===== config.mk =====
export PLATFORM = sky130hd
export DESIGN_NAME = uic_top
export DESIGN_NICKNAME = d
export VERILOG_FILES = /design/src/rtl/uic_pkg.sv /design/src/rtl/uic_ctrl.sv /design/src/rtl/uic_datapath.sv /design/src/rtl/uic_top.sv
export SDC_FILE = /design/constraint.sdc
export NUM_CORES = 1
export LEC_CHECK = 0
export ABC_AREA = 1
export BUFFER_PORTS_ARGS = -buffer_cell sky130_fd_sc_hd__buf_2
export CORE_MARGIN = 3
export CORE_UTILIZATION = 55
export CTS_BUF_LIST = sky130_fd_sc_hd__clkbuf_4
export DETAILED_ROUTE_END_ITERATION = 8
export PLACE_DENSITY = 0.75
export SLEW_MARGIN = 20
export SYNTH_ARGS = -nofsm -noshare
export SYNTH_HDL_FRONTEND = slang
export SYNTH_SLANG_ARGS = --single-unit

===== constraint.sdc =====
create_clock -name clk -period 5.1 [get_ports clk]
set_clock_uncertainty 0.1 [all_clocks]
set_input_delay 1.02 -clock clk [delete_from_list [all_inputs] [get_ports clk]]
set_output_delay 1.02 -clock clk [all_outputs]
set_load 0.01 [all_outputs]

===== src/rtl/uic_pkg.sv =====
package uic_pkg;

  typedef enum logic [2:0] {
    SEL_STATUS = 3'd0,
    SEL_ENABLE = 3'd1,
    SEL_ROUTE  = 3'd2,
    SEL_POLAR  = 3'd3,
    SEL_TRIG   = 3'd4,
    SEL_MASKED = 3'd5,
    SEL_PRIO   = 3'd6,
    SEL_INDEX  = 3'd7
  } regSel_e;

  typedef struct packed {
    logic    wrStatus;
    logic    wrEnable;
    logic    wrRoute;
    logic    wrPolar;
    logic    wrTrig;
    logic    wrPrio;
    regSel_e rdSel;
  } ctrlStrobe_t;

endpackage


===== src/rtl/uic_ctrl.sv =====
module uic_ctrl
  import uic_pkg::*;
#(
  parameter int ADDR_W = 5
) (
  input  logic              wrEn,
  input  logic [ADDR_W-1:0] addr,
  output ctrlStrobe_t       strobe
);

  regSel_e sel;
  logic    aligned;

  assign sel     = regSel_e'(addr[4:2]);
  assign aligned = (addr[1:0] == 2'b00);

  always_comb begin
    strobe          = '0;
    strobe.rdSel    = sel;
    if (wrEn && aligned) begin
      strobe.wrStatus = (sel == SEL_STATUS);
      strobe.wrEnable = (sel == SEL_ENABLE);
      strobe.wrRoute  = (sel == SEL_ROUTE);
      strobe.wrPolar  = (sel == SEL_POLAR);
      strobe.wrTrig   = (sel == SEL_TRIG);
      strobe.wrPrio   = (sel == SEL_PRIO);
    end
  end

endmodule


===== src/rtl/uic_datapath.sv =====
module uic_datapath
  import uic_pkg::*;
#(
  parameter int          NSRC     = 32,
  parameter logic [31:0] RSV_MASK = 32'h0000_7000,
  parameter int          IDX_W    = $clog2(NSRC) + 1
) (
  input  logic             clk,
  input  logic             rst_n,
  input  logic [NSRC-1:0]  irqIn,
  input  ctrlStrobe_t      strobe,
  input  logic [NSRC-1:0]  wrData,
  output logic [NSRC-1:0]  rdData,
  output logic [NSRC-1:0]  statusQ,
  output logic [NSRC-1:0]  enableQ,
  output logic [NSRC-1:0]  routeQ,
  output logic [IDX_W-1:0] pendIdx,
  output logic             irqNormal,
  output logic             irqCrit
);

  localparam logic [IDX_W-1:0] NONE_IDX = IDX_W'(NSRC);
  localparam logic [NSRC-1:0]  KEEP     = ~RSV_MASK[NSRC-1:0];

  logic [NSRC-1:0] syncA, syncB, prevAct;
  logic [NSRC-1:0] polarQ, trigQ;
  logic            prioQ;
  logic [NSRC-1:0] activeNow, setReq, clearReq, maskedNow;
  logic [IDX_W-1:0] idxLow, idxHigh;

  // two-stage synchronizer, idle high so active-low defaults stay quiet
  always_ff @(posedge clk or negedge rst_n) begin
    if (!rst_n) begin
      syncA   <= '1;
      syncB   <= '1;
      prevAct <= '0;
    end else begin
      syncA   <= irqIn;
      syncB   <= syncA;
      prevAct <= activeNow;
    end
  end

  assign activeNow = ~(syncB ^ polarQ);

  genvar g;
  generate
    for (g = 0; g < NSRC; g++) begin : g_capture
      assign setReq[g] = KEEP[g] &
                         (trigQ[g] ? (activeNow[g] & ~prevAct[g]) : activeNow[g]);
    end
  endgenerate

  assign clearReq  = strobe.wrStatus ? wrData : '0;
  assign maskedNow = statusQ & enableQ;

  always_ff @(posedge clk or negedge rst_n) begin
    if (!rst_n) begin
      statusQ <= '0;
      enableQ <= '0;
      routeQ  <= '1;
      polarQ  <= '0;
      trigQ   <= '0;
      prioQ   <= 1'b1;
    end else begin
      statusQ <= (statusQ | setReq) & ~clearReq & KEEP;
      if (strobe.wrEnable) enableQ <= wrData;
      if (strobe.wrRoute)  routeQ  <= wrData;
      if (strobe.wrPolar)  polarQ  <= wrData;
      if (strobe.wrTrig)   trigQ   <= wrData;
      if (strobe.wrPrio)   prioQ   <= wrData[0];
    end
  end

  // bit p carries source NSRC-1-p
  always_comb begin
    idxLow  = NONE_IDX;
    idxHigh = NONE_IDX;
    for (int p = 0; p < NSRC; p++) begin
      if (maskedNow[p]) idxLow = IDX_W'(NSRC - 1 - p);
    end
    for (int p = NSRC - 1; p >= 0; p--) begin
      if (maskedNow[p]) idxHigh = IDX_W'(NSRC - 1 - p);
    end
  end

  assign pendIdx = prioQ ? idxLow : idxHigh;

  always_ff @(posedge clk or negedge rst_n) begin
    if (!rst_n) begin
      irqNormal <= 1'b0;
      irqCrit   <= 1'b0;
    end else begin
      irqNormal <= |(maskedNow & routeQ);
      irqCrit   <= |(maskedNow & ~routeQ);
    end
  end

  always_comb begin
    unique case (strobe.rdSel)
      SEL_STATUS: rdData = statusQ;
      SEL_ENABLE: rdData = enableQ;
      SEL_ROUTE:  rdData = routeQ;
      SEL_POLAR:  rdData = polarQ;
      SEL_TRIG:   rdData = trigQ;
      SEL_MASKED: rdData = maskedNow;
      SEL_PRIO:   rdData = NSRC'(prioQ);
      SEL_INDEX:  rdData = NSRC'(pendIdx);
      default:    rdData = '0;
    endcase
  end

endmodule


===== src/rtl/uic_top.sv =====
module uic_top
  import uic_pkg::*;
#(
  parameter int          NSRC     = 32,
  parameter int          ADDR_W   = 5,
  parameter logic [31:0] RSV_MASK = 32'h0000_7000
) (
  input  logic              clk,
  input  logic              rst_n,
  input  logic [NSRC-1:0]   irqIn,
  input  logic              wrEn,
  input  logic [ADDR_W-1:0] addr,
  input  logic [NSRC-1:0]   wrData,
  output logic [NSRC-1:0]   rdData,
  output logic              irqNormal,
  output logic              irqCrit
);

  localparam int IDX_W = $clog2(NSRC) + 1;

  ctrlStrobe_t      strobe;
  logic [NSRC-1:0]  statusQ, enableQ, routeQ;
  logic [IDX_W-1:0] pendIdx;

  uic_ctrl #(.ADDR_W(ADDR_W)) u_ctrl (
    .wrEn   (wrEn),
    .addr   (addr),
    .strobe (strobe)
  );

  uic_datapath #(.NSRC(NSRC), .RSV_MASK(RSV_MASK), .IDX_W(IDX_W)) u_dp (
    .clk       (clk),
    .rst_n     (rst_n),
    .irqIn     (irqIn),
    .strobe    (strobe),
    .wrData    (wrData),
    .rdData    (rdData),
    .statusQ   (statusQ),
    .enableQ   (enableQ),
    .routeQ    (routeQ),
    .pendIdx   (pendIdx),
    .irqNormal (irqNormal),
    .irqCrit   (irqCrit)
  );

endmodule


==> metrics.txt, run 1 <==
Reg2Reg Setup Slack=3.32 ns; pre-CTS setup slack=1.099 ns; Post-synth EDFFs=0; slew margin rel.=40.72%; Clock Path Buffers=3; Yosys top cell by area=dfrtp_1; crit start category=register; pwr dens=417.2 mW/mm^2; io pins=106; CP Max Fanout=5; number of max-cap violations=0; endpoints failing hold=0; synth-to-layout area growth=16.13%; area of the multi-input gates=0.003928 sq mm; syn avg cell area=9.279 sq um; synthesis warning total=0; height of the die=146.4 microns; post-synth top area share=35.99%; Crit-path slowest cell=dfrtp_1; commonest register cell after synthesis=dfrtp_1; placed cell area=0.01171 sq mm; Slew @ Worst Pin=0.8883 ns; Worst Setup End Kind=output port; RSZ-0062 raised after global routing=false; Total Wirelength=26330 microns; worst-skew pair later-pin latency=0.66 ns; Crit Path Class=reg2out; leak pwr=5.809 nW; Final Critical Period=4.161 ns; Synth Register Bits=247; Max Fclk=0.2403 GHz; DR vias/cell=5.449; Die Wd=146.4 microns; register area share after synthesis=58.03%; Largest delay share family, worst path=simple AND/OR/NAND/NOR gates; DR iter-0 viols=747; Max IR drop VDD=240.4 uV; CP Buf/Inv Count=2; most frequent CP cell=nand2_1; I/O Buffers=102; setup TNS=0 ns; Worst Hold Class=reg2reg; CP Data Required Time=3.98 ns; DR vias=8855; Worst path max stage delay=0.41 ns; Initial DRT Pass Iterations=6; final instance area=0.01260 sq mm; Worst Path Arrival=3.04 ns; Post-DP HPWL=17200 microns; ys async rst share=100.0%; instance count on the critical path=30; floorplan row count=50; CTS tree=done; placeable core area=0.01902 sq mm; CP Launch Point=u_dp.enableQ[29]$_DFFE_PN0P_; initial core utilization=57.03%; post-synthesis cell type count=39; period utilisation layout=81.60%; Post-Syn Area=0.01085 sq mm; Critical Path Sink=rdData[0]; vias in the first global route=8537; H-tree Lvls=3; Sink Count=247; initial antenna violation count=1; worst r2r dst=u_dp.irqNormal$_DFF_PN0_; RD Place Congestion=0.8642; cells on worst reg2reg path=4; clk root buf=clkbuf_4; total power=5.255 mW; CTS hold repair buffers=0; largest net degree at the start of global routing=107; Overall Global Routing Usage=24.99%; # DRC=0; Cells after Synth=1169; area of the die=0.02144 sq mm; origin of the critical flop-to-flop path=u_dp.enableQ[15]$_DFFE_PN0P_; Slew Viols, Final=0; Reg area=0.006295 sq mm; layout cells sized above 1=26.76%; NumNets Final=1387; Final Worst Setup Slack=0.9386 ns; Num CTS Buffers=67; Final setup viols=0; outcome=complete, no violations; Syn Nets=1241; synth top area cells=dfrtp_1 36%, dfstp_2 22%, nand2_1 11%, o21ai_0 5.0%, inv_1 4.2%; Overflow after GRT=0; Reg clk slew, reported paths=0.07 ns; drt wl/cell=16.21 microns; first-pass GRT wire length=43290 microns; Post-DRT Antenna Nets=0; most common library cells after synthesis=325 x nand2_1, 156 x dfrtp_1, 122 x inv_1, 108 x o21ai_0, 91 x dfstp_2; FILL cells=1603; Post-CTS Setup Inserts=0; CTS resizes=0; most instantiated library cell after synthesis=nand2_1
[report_power, final]
part	leakage (nW)	internal, mW	switching, mW
registers	2.81	2.29	0.221
clock network	0.538	1.02	0.806
logic	2.46	0.365	0.558
[layout by cell type, fill, tap and decap left out, types with 3 or more instances in the layout]
| cell type | instances |
|---|---|
| dfstp_2 | 91 |
| clkinv_2 | 6 |
| nor3_1 | 5 |
| a21o_1 | 15 |
| inv_1 | 122 |
| inv_2 | 6 |
| buf_2 | 101 |
| xnor2_1 | 29 |
| o21ai_0 | 108 |
| clkinv_1 | 5 |
| a21oi_1 | 8 |
| a31oi_1 | 7 |
| a221oi_1 | 23 |
| nand2_8 | 3 |
| o2111ai_1 | 28 |
| nand2_2 | 11 |
| buf_4 | 19 |
| nand2_1 | 321 |
| clkbuf_4 | 102 |
| nand2_4 | 16 |
| nand3_1 | 9 |
| a22oi_1 | 10 |
| o21ai_1 | 63 |
| o22ai_1 | 22 |
| nor2_1 | 47 |
| dfrtp_1 | 156 |
| nor4_1 | 6 |
[cell families after synthesis]
group | count (synthesis) | synth area share [%]
AOI/OAI and AO/OA | 298 | 16.90
DFF | 247 | 58.03
buffers and inverters | 171 | 5.941
xor gates and xnor gates | 29 | 2.342
and+or+nand+nor | 424 | 16.78
[sequential cells by signal, summed over array words and instances (netlist names)]
| signal | count |
|---|---|
| u_dp.prevAct | 29 |
| u_dp.polarQ | 32 |
| u_dp.statusQ | 29 |
| u_dp.syncA | 29 |
| u_dp.enableQ | 32 |
| u_dp.trigQ | 32 |
| u_dp.irqCrit | 1 |
| u_dp.irqNormal | 1 |
| u_dp.prioQ | 1 |
| u_dp.syncB | 29 |
| u_dp.routeQ | 32 |
[layer usage]
| metal | track usage, % | part of all wire (%) | routed length, microns |
|---|---|---|---|
| met3 | 4.935 | 6.7 | 1772 |
| met5 | 0 | 0 | 0 |
| met1 | 35.13 | 44 | 11700 |
| met4 | 8.655 | 1.9 | 502 |
| met2 | 39.27 | 47 | 12360 |
[cell type report]
| class | instances | share of cell area (%) |
|---|---|---|
| well taps | 260 | 2.583 |
| repair buffers | 122 | 5.424 |
| diodes | 1 | 0.01987 |
| clock buffers | 102 | 6.079 |
| clock inverters | 16 | 0.9735 |
| flip-flops and latches | 247 | 49.98 |
| inverters | 126 | 3.765 |
| multi-input cells | 751 | 31.18 |
[through the flow]
stage	instances	utilization (%)	hold slack, ns
2_1_floorplan	1169	-	0.2452
3_3_place_gp	1506	61.55	0.2452
3_5_place_dp	1506	61.55	0.2468
4_1_cts	1624	66.22	0.2346
5_1_grt	1625	66.23	0.2358
6_report	1625	66.23	0.2409
[worst min path at each step]
| stage | from | to | cells after the start |
|---|---|---|---|
| final | u_dp.syncA[4]$_DFF_PN1_ | u_dp.syncB[4]$_DFF_PN1_ | 0 |
| after global routing | u_dp.syncA[4]$_DFF_PN1_ | u_dp.syncB[4]$_DFF_PN1_ | 0 |
| after CTS | u_dp.syncA[9]$_DFF_PN1_ | u_dp.syncB[9]$_DFF_PN1_ | 0 |
| after detailed placement | u_dp.syncA[15]$_DFF_PN1_ | u_dp.syncB[15]$_DFF_PN1_ | 0 |
| after global placement | u_dp.syncA[20]$_DFF_PN1_ | u_dp.syncB[20]$_DFF_PN1_ | 0 |
| after floorplan | u_dp.syncA[0]$_DFF_PN1_ | u_dp.syncB[0]$_DFF_PN1_ | 0 |
Power figures use the tool's default switching activity.
==> inputs of run 2 (changes only) <==
--- a/config.mk
+++ b/config.mk
@@ -5,13 +5,13 @@
 export SDC_FILE = /design/constraint.sdc
 export NUM_CORES = 1
 export LEC_CHECK = 0
-export ABC_AREA = 1
+export ABC_AREA = 0
 export BUFFER_PORTS_ARGS = -buffer_cell sky130_fd_sc_hd__buf_2
 export CORE_MARGIN = 3
 export CORE_UTILIZATION = 55
 export CTS_BUF_LIST = sky130_fd_sc_hd__clkbuf_4
 export DETAILED_ROUTE_END_ITERATION = 8
-export PLACE_DENSITY = 0.75
+export PLACE_DENSITY = 0.78
 export SLEW_MARGIN = 20
 export SYNTH_ARGS = -nofsm -noshare
 export SYNTH_HDL_FRONTEND = slang
==> constraint.sdc (replaced) <==
create_clock -name clk -period 3.46 [get_ports clk]
set_clock_uncertainty 0.1 [all_clocks]
set_input_delay 0.692 -clock clk [delete_from_list [all_inputs] [get_ports clk]]
set_output_delay 0.692 -clock clk [all_outputs]
set_load 0.01 [all_outputs]
==> run 2 against run 1 <==
Design area grew 7.4%. Largest power group unchanged. Largest cell class unchanged. Highest routed layer unchanged. Synthesized cell count shrank 19%. Clock power grew 61%.
==> metrics.txt, run 2 <==
placed cell area=0.01212 sq mm (+3.5%); synth top area cells=dfrtp_1 35%, dfstp_2 21%, mux2_2 10%, a21oi_1 5.4%, mux2_4 4.0%; Syn Nets=1019 (-18%); NumNets Final=1204 (-13%); initial antenna violation count=2 (+1); Total Wirelength=30360 microns (+15%); ys async rst share=100.0% (unchanged); setup TNS=0 ns (unchanged); synth-to-layout area growth=20.52%; layout cells sized above 1=42.66% (+16 points); floorplan row count=51 (+2.0%); Max Fclk=0.2954 GHz; Max IR drop VDD=457.4 uV (+90%); number of max-cap violations=0 (unchanged); final instance area=0.01353 sq mm (+7.4%); CTS tree=done; DR iter-0 viols=734 (-1.7%); cells on worst reg2reg path=4 (unchanged); largest net degree at the start of global routing=73 (-32%); Clock Path Buffers=3 (unchanged); outcome=complete, no violations; CP Max Fanout=5 (unchanged); Overflow after GRT=0 (unchanged); CP Buf/Inv Count=1 (-1); total power=8.344 mW (+59%); Num CTS Buffers=66 (-1.5%); RD Place Congestion=0.9552 (+11%); Synth Register Bits=247 (unchanged); CP Data Required Time=2.67 ns (-1.31 ns); Worst Path Arrival=2.59 ns (-0.45 ns); Cells after Synth=947 (-19%); # DRC=0 (unchanged); Worst Hold Depth=1 (+1); height of the die=148.9 microns (+1.7%); slew margin rel.=50.24% (+9.5 points); Hold Startpoint=irqIn[4]; leak pwr=5.969 nW (+2.8%); Initial DRT Pass Iterations=5 (-1); syn avg cell area=11.85 sq um (+28%); drt wl/cell=20.89 microns (+29%); placed cell count=1297 (-14%); worst path cell trace=and2_1, o211ai_1, a21oi_1, a2111oi_1, nor2_1, o31ai_2, buf_2; Slew @ Worst Pin=0.7464 ns (-0.1419 ns); worst-skew pair later-pin latency=0.68 ns (+0.02 ns); Post-synth EDFFs=0 (unchanged); worst r2r dst=u_dp.irqNormal$_DFF_PN0_; most common cell after layout, fill and taps aside=dfrtp_1; Largest delay share family, worst path=compound AO/OA/AOI/OAI gates; register area share after synthesis=56.09% (-1.9 points); Final Critical Period=3.386 ns; H-tree Lvls=3 (unchanged); most common library cells after synthesis=156 x dfrtp_1, 120 x a21oi_1, 102 x mux2_2, 91 x dfstp_2, 78 x nand2_1; Reg2Reg Setup Slack=1.53 ns (-1.79 ns); Yosys top cell by area=dfrtp_1; initial core utilization=56.74% (-0.30 points); pwr dens=616.9 mW/mm^2 (+48%); io pins=106 (unchanged); DR vias=8708 (-1.7%); I/O Buffers=102 (unchanged); area of the die=0.02216 sq mm (+3.3%); Post-DP HPWL=20050 microns (+17%); Finished Layout Cells=1453 (-11%); Worst Hold End=u_dp.syncA[4]$_DFF_PN1_; endpoints failing hold=0 (unchanged); vias in the first global route=8718 (+2.1%); Worst Setup End Kind=output port; Post-Syn Area=0.01122 sq mm (+3.5%); Reg clk slew, reported paths=0.07 ns (about the same); Worst path max stage delay=0.43 ns (+0.02 ns); most frequent cells in the layout=146 x dfrtp_1, 120 x a21oi_1, 107 x clkbuf_4, 102 x mux2_2, 101 x buf_2; synthesis warning total=0 (unchanged); Overall Global Routing Usage=27.46% (+2.5 points); DR vias/cell=5.993 (+10%); most instantiated library cell after synthesis=dfrtp_1; Sink Count=247 (unchanged); Die Wd=148.9 microns (+1.7%); clk root buf=clkbuf_4; period utilisation layout=97.86%; Final setup viols=0 (unchanged); placeable core area=0.01978 sq mm (+4.0%); post-synth top area share=34.78% (-1.2 points); Crit-path slowest cell=dfrtp_1; commonest register cell after synthesis=dfrtp_1; Post-DRT Antenna Nets=0 (unchanged); post-synthesis cell type count=53 (+36%); origin of the critical flop-to-flop path=u_dp.statusQ[31]$_DFF_PN0_; Core Util, Final=68.38% (+2.2 points); first-pass GRT wire length=47680 microns (+10%); Crit Path Class=reg2out; Slew Viols, Final=0 (unchanged); Worst Hold Class=in2reg; crit start category=register
-- run 2: layer usage --
| layer | global-route usage, % | part of all wire (%) |
|---|---|---|
| met5 | 0 | 0 |
| met4 | 8.650 | 1.7 |
| met3 | 6.229 | 8.0 |
| met2 | 44.08 | 48 |
| met1 | 37.67 | 42 |
-- run 2: worst max path at each step --
stage | from | end | slack, ns | cells past startpoint
2_1_floorplan | addr[2] | rdData[10] | 0.86 | 6
5_1_grt | u_dp.enableQ[26]$_DFFE_PN0P_ | rdData[3] | -0.04 | 7
4_1_cts | u_dp.statusQ[27]$_DFF_PN0_ | rdData[4] | -0.006 | 7
6_report | u_dp.enableQ[1]$_DFFE_PN0P_ | rdData[0] | 0.07 | 7
3_3_place_gp | addr[3] | rdData[2] | 0.44 | 6
3_5_place_dp | addr[3] | rdData[2] | 0.41 | 7
-- run 2: what timing repair did --
item / 4_1_cts / 5_1_grt
resized for setup: 10 / 31
buffers inserted: 0 / 3
setup endpoints to repair: 5 / 6
endpoints found under the hold margin: 68 / 5
pin swaps: 0 / 8
hold buffers: 24 / 5
-- run 2: cell families (layout without fill, tap and decap cells) --
logic type,count (synthesis),count (layout),synth area share [%]
AO/OA/AOI/OAI,264,264,13.99
flip-flops,247,247,56.09
AND/OR/NAND/NOR,185,185,7.514
multiplexers,173,173,17.94
buffers and inverters,49,288,2.207
XOR/XNOR,29,29,2.263
other,0,2,0
-- run 2: final cells by class --
class	instances	area, sq um
tap	265	331.6
multi-input combinational	651	4797
fill	1479	6255
timing repair buffer	162	1106
clock inverter	15	161.4
inverter	4	15.01
clock buffer	107	803.3
sequential	247	6307
antenna	2	5.005
-- run 2: report_power, final --
part | switching [mW] | total (mW) | internal [mW]
sequential | 0.396 | 3.80 | 3.40
clock | 1.23 | 2.93 | 1.70
combinational | 0.837 | 1.62 | 0.783
-- run 2: through the flow --
step / hold WS [ns] / setup WS [ns]
6_report: 0.04241 / 0.07421
4_1_cts: 0.0007397 / -0.006462
3_5_place_dp: 0.2468 / 0.4072
3_3_place_gp: 0.2454 / 0.4430
5_1_grt: -0.004252 / -0.03617
2_1_floorplan: 0.2452 / 0.8621
